===== config.mk =====
export PLATFORM = sky130hd
export DESIGN_NAME = sbk_top
export DESIGN_NICKNAME = d
export VERILOG_FILES = /design/src/rtl/sbk_pkg.sv /design/src/rtl/sbk_qual.sv /design/src/rtl/sbk_window.sv /design/src/rtl/sbk_top.sv
export SDC_FILE = /design/constraint.sdc
export NUM_CORES = 1
export LEC_CHECK = 0
export BUFFER_PORTS_ARGS = -buffer_cell sky130_fd_sc_hd__buf_2
export CORE_AREA = 2 2 39 41
export DETAILED_ROUTE_END_ITERATION = 16
export DIE_AREA = 0 0 41 43
export GPL_TIMING_DRIVEN = 0
export PLACE_DENSITY_LB_ADDON = 0.2
export SLEW_MARGIN = 20
export SYNTH_ARGS = -nofsm -noshare
export SYNTH_HDL_FRONTEND = slang
export SYNTH_SLANG_ARGS = --single-unit

===== constraint.sdc =====
create_clock -name clk -period 3.4 [get_ports clk]
set_clock_uncertainty 0.2 [all_clocks]
set_input_delay 0.34 -clock clk [delete_from_list [all_inputs] [get_ports clk]]
set_output_delay 0.34 -clock clk [all_outputs]
set_load 0.01 [all_outputs]

===== src/rtl/sbk_pkg.sv =====
package sbk_pkg;
  localparam int unsigned DATA_W = 32;
  localparam logic [DATA_W-1:0] UNLOCK_KEY = 32'hA74A9D23;
  localparam int unsigned WINDOW = 16;

  typedef enum logic [1:0] {
    SZ_BYTE = 2'b00,
    SZ_HALF = 2'b01,
    SZ_WORD = 2'b10,
    SZ_RSVD = 2'b11
  } size_e;

  typedef enum logic [1:0] {
    MD_CHIP = 2'b00,
    MD_BOOT = 2'b01,
    MD_LCK2 = 2'b10,
    MD_LCK3 = 2'b11
  } mode_e;

  typedef struct packed {
    logic hit;
    logic full;
    logic mode_ok;
    logic key_match;
  } wr_qual_t;
endpackage


===== src/rtl/sbk_qual.sv =====
module sbk_qual
  import sbk_pkg::*;
#(
  parameter int unsigned DW = DATA_W,
  parameter logic [DW-1:0] KEY = UNLOCK_KEY
) (
  input  logic          wr_en,
  input  logic [1:0]    wr_size,
  input  logic          addr_hit,
  input  logic [DW-1:0] wr_data,
  input  logic [1:0]    op_mode,
  output wr_qual_t      qual
);
  always_comb begin
    qual.hit       = wr_en & addr_hit;
    qual.full      = (wr_size == SZ_WORD);
    qual.mode_ok   = (op_mode == MD_CHIP) || (op_mode == MD_BOOT);
    qual.key_match = (wr_data == KEY);
  end
endmodule


===== src/rtl/sbk_window.sv =====
module sbk_window #(
  parameter int unsigned WIN = 16,
  localparam int unsigned CW = (WIN > 1) ? $clog2(WIN) : 1
) (
  input  logic clk,
  input  logic rst_n,
  input  logic arm,
  input  logic consume,
  output logic armed
);
  logic [CW-1:0] cnt;
  localparam logic [CW-1:0] LAST = CW'(WIN - 1);

  always_ff @(posedge clk or negedge rst_n) begin
    if (!rst_n) begin
      armed <= 1'b0;
      cnt   <= '0;
    end else if (arm) begin
      armed <= 1'b1;
      cnt   <= '0;
    end else if (armed) begin
      if (consume || cnt == LAST) begin
        armed <= 1'b0;
        cnt   <= '0;
      end else begin
        cnt <= cnt + 1'b1;
      end
    end
  end
endmodule


===== src/rtl/sbk_top.sv =====
module sbk_top
  import sbk_pkg::*;
#(
  parameter int unsigned WIN = WINDOW
) (
  input  logic        clk,
  input  logic        rst_n,
  input  logic        wr_en,
  input  logic [1:0]  wr_size,
  input  logic        addr_hit,
  input  logic [31:0] wr_data,
  input  logic [1:0]  op_mode,
  output logic        sec_bit,
  output logic        armed,
  output logic        reject
);
  wr_qual_t q;
  logic ok, arm, commit, consume;

  sbk_qual #(.DW(32), .KEY(UNLOCK_KEY)) u_qual (
    .wr_en(wr_en), .wr_size(wr_size), .addr_hit(addr_hit),
    .wr_data(wr_data), .op_mode(op_mode), .qual(q)
  );

  assign ok      = q.hit & q.full & q.mode_ok;
  assign arm     = ~armed & ok & q.key_match;
  assign commit  = armed & ok;
  assign consume = armed & q.hit;

  sbk_window #(.WIN(WIN)) u_win (
    .clk(clk), .rst_n(rst_n), .arm(arm), .consume(consume), .armed(armed)
  );

  always_ff @(posedge clk or negedge rst_n) begin
    if (!rst_n) begin
      sec_bit <= 1'b1;
      reject  <= 1'b0;
    end else begin
      if (commit) sec_bit <= wr_data[0];
      reject <= q.hit & ~(arm | commit);
    end
  end
endmodule


==> run_results.csv <==
group,metric,value,unit
finish,fin_nets,132,
clock_tree,htreeDepth,1,
power,comb_power_share,16.1,%
worst_setup_path,critPathLaunch,"u_win.armed",
routing,drt-initial-drc-count,18,
outcome,status,"finished, final reports clean",
finish,syn2layout_area_growth,57.1,%
floorplan,start_util,33.1,%
clock_tree,clk_pin_slew,0.05,ns
power,ir_worst_vdd,0.000169,V
worst_setup_path,startpoint_type,"flip-flop",
flow_run,maxCapViolCount,0,
routing,drcViolationCount,0,
clock_tree,insertion_delay,0.25,ns
clock_tree,cts_buffer_depth,2,
floorplan,row_count,14,
yosys,syn_nets,85,
timing,final-setup-viol-count,0,
floorplan,die_area,1760,sq um
power,p_leak,0.000377,uW
finish,post-route-util,52.0,%
yosys,syn_inst,44,
routing,vias_per_cell,4.90,
floorplan,core_area,1380,sq um
yosys,synth_seq_cells,7,
routing,ant_nets,0,
clock_tree,clock-sinks,7,
power,p_seq_share,45.1,%
global_route,grt_pass1_vias,453,
worst_setup_path,crit_slowest_cell,"dfrtp_1",
clock_tree,cts.repair.resized,0,
worst_setup_path,crit_type,"reg2reg",
power,switching_share,20.3,%
finish,mostFrequentLayoutCells,"41 x buf_2, 6 x dfrtp_1, 4 x a21oi_1",
worst_setup_path,critPathCaptureType,"flip-flop",
clock_tree,cts_buffers,3,
worst_setup_path,crit_fanout,7,
yosys,yosys_warnings,0,
yosys,yosysUniqueCellTypes,26,
floorplan,die_w,41,um
timing,min_period,1.69,ns
global_route,antenna_found_initial,0,
yosys,seq_area_frac_synth,38.5,%
finish,final_common_cell,"buf_2",
floorplan,io_pins,43,
place,port_buffers,41,
routing,totalWireLength,1110,um
global_route,grt_overflow,0,
timing,finalSetupTns,0,ns
worst_setup_path,path_cells,"and4b_1 > nand4_1 > nor4_4 > nor3b_1",
global_route,grt_usage,13.9,%
finish,num_antenna_cells,0,
timing,fin_crit_sh,49.7,%
worst_setup_path,crit_required,3.31,ns
clock_tree,cts_root_buf,"clkbuf_4",
power,power.switching,38.1,uW
timing,finalMaxSlewViolations,0,
yosys,syn_area,458,sq um
power,clkPwrFrac,38.8,%
timing,maxSlewHeadroom,72.7,%
finish,postLayoutCellArea,719,sq um
place,hpwl,958,um
power,powerDensity,260,nW/um^2
worst_setup_path,slowest_delay,0.44,ns
hold_path,min_path_type,"in2reg",
global_route,grt_max_degree,8,
yosys,syn_area_per_cell,10.4,sq um
timing,fmax,592,MHz
finish,layout-drive-gt1-share,57.8,%
floorplan,fp.dieH,43,um
routing,avgRoutedWirePerCell,10.5,um
worst_setup_path,reg2reg_from,"u_win.armed",
hold_path,hold_start,"wr_data[0]",
global_route,grt_first_pass_wirelength,1680,um
timing,hold_viol_final,0,
place,place_area,683,sq um
finish,fillerInstances,144,
routing,vias,519,
routing,drt_first_pass_iters,4,
timing,rsz0062_at_grt,"false",
worst_setup_path,worstPathArrival,1.60,ns
timing,worstMarginPinSlew,0.406,ns
power,internal-power,149,uW
place,place.gp.congestion,0.748,
clock_tree,cts_tree,"built",
power,total_power,187,uW
synthesized netlist by cell type:
library cell,count,area [sq um]
nor2_1,1,3.75
nor2b_1,1,6.26
or3_1,1,6.26
nand2b_1,1,6.26
dfstp_2,1,26.3
mux2_2,1,11.3
o21ai_0,1,5.00
nor4_4,1,21.3
ha_1,1,12.5
nand3_1,3,15.0
nand2_2,1,6.26
or4b_4,1,13.8
or2_4,1,8.76
mux2_4,1,15.0
dfrtp_1,6,150
nor3b_1,1,7.51
nand4_1,3,18.8
and4b_1,1,10.0
a21o_1,1,7.51
nor4bb_1,3,30.0
nand4b_1,2,17.5
nand2_1,3,11.3
or2_2,1,6.26
nor4b_1,2,17.5
a21oi_1,4,20.0
inv_1,1,3.75
metal layers:
layer / track usage, % / up-vias / share of wire [%]
met4: 2.00 / 0 / 0
met5: 0 / - / 0
met3: 7.85 / 0 / 11
met1: 15.7 / 230 / 38
li1: - / 264 / -
met2: 22.5 / 25 / 52
worst max-delay path: cells and delay by family, from the launching register on:
kind / cells / cell delay, ns
simple gates: 4 / 0.91
flops: 1 / 0.44
cells by family (layout without fill, tap and decap cells):
logic type,count (synthesis),count (layout),synth area share [%]
buf+inv,1,47,0.819
mux,2,2,5.74
flops,7,7,38.5
compound gates,6,6,7.10
simple gates,27,27,45.1
fa+ha+maj,1,1,2.73
final cells by class:
class	count	area [sq um]	share of cell area (%)
multi-input cells	36	278	38.6
repair buffers	42	215	29.9
flip-flops and latches	7	176	24.5
clock buffers	4	26.3	3.65
well taps	16	20.0	2.78
inverters	1	3.75	0.522
power by group through the flow:
stage / Clock (uW) / Combinational (uW) / Sequential [uW]
detailed placement: 0 / 29.8 / 85.8
floorplan: 0 / 5.90 / 86.3
global route: 83.4 / 34.2 / 84.4
finish: 72.7 / 30.2 / 84.5
CTS: 77.1 / 30.8 / 84.4
global placement: 0 / 29.1 / 85.8
sequential cells by signal, summed over array words and instances (netlist names):
name and count:
sec_bit 1, u_win.armed 1, u_win.cnt 4, reject 1
worst paths after layout:
path                       depth (start not counted)      endpoint  slack (ns)
max reg2reg                                        4        reject        1.71
max                                                4        reject        1.71
min reg2reg                                        2  u_win.cnt[1]        0.35
min                                                2       sec_bit        0.14
min in group asynchronous                          2  u_win.cnt[0]        0.25
max in group asynchronous                          2       sec_bit        2.52
stage by stage:
| step | instances | setup WS (ns) | hold slack (ns) |
|---|---|---|---|
| final | 106 | 1.71 | 0.141 |
| after global routing | 106 | 1.62 | 0.128 |
| after CTS | 106 | 1.69 | 0.133 |
| after detailed placement | 101 | 1.47 | -0.0198 |
| after global placement | 101 | 1.47 | -0.0202 |
| after floorplan | 44 | 1.69 | -0.156 |
timing repair:
item | CTS | global route
hold buffers | 1 | 0
buffers inserted | 0 | 0
endpoints found under the hold margin | 7 | 0
No activity file was read; power rests on OpenSTA's default activity.
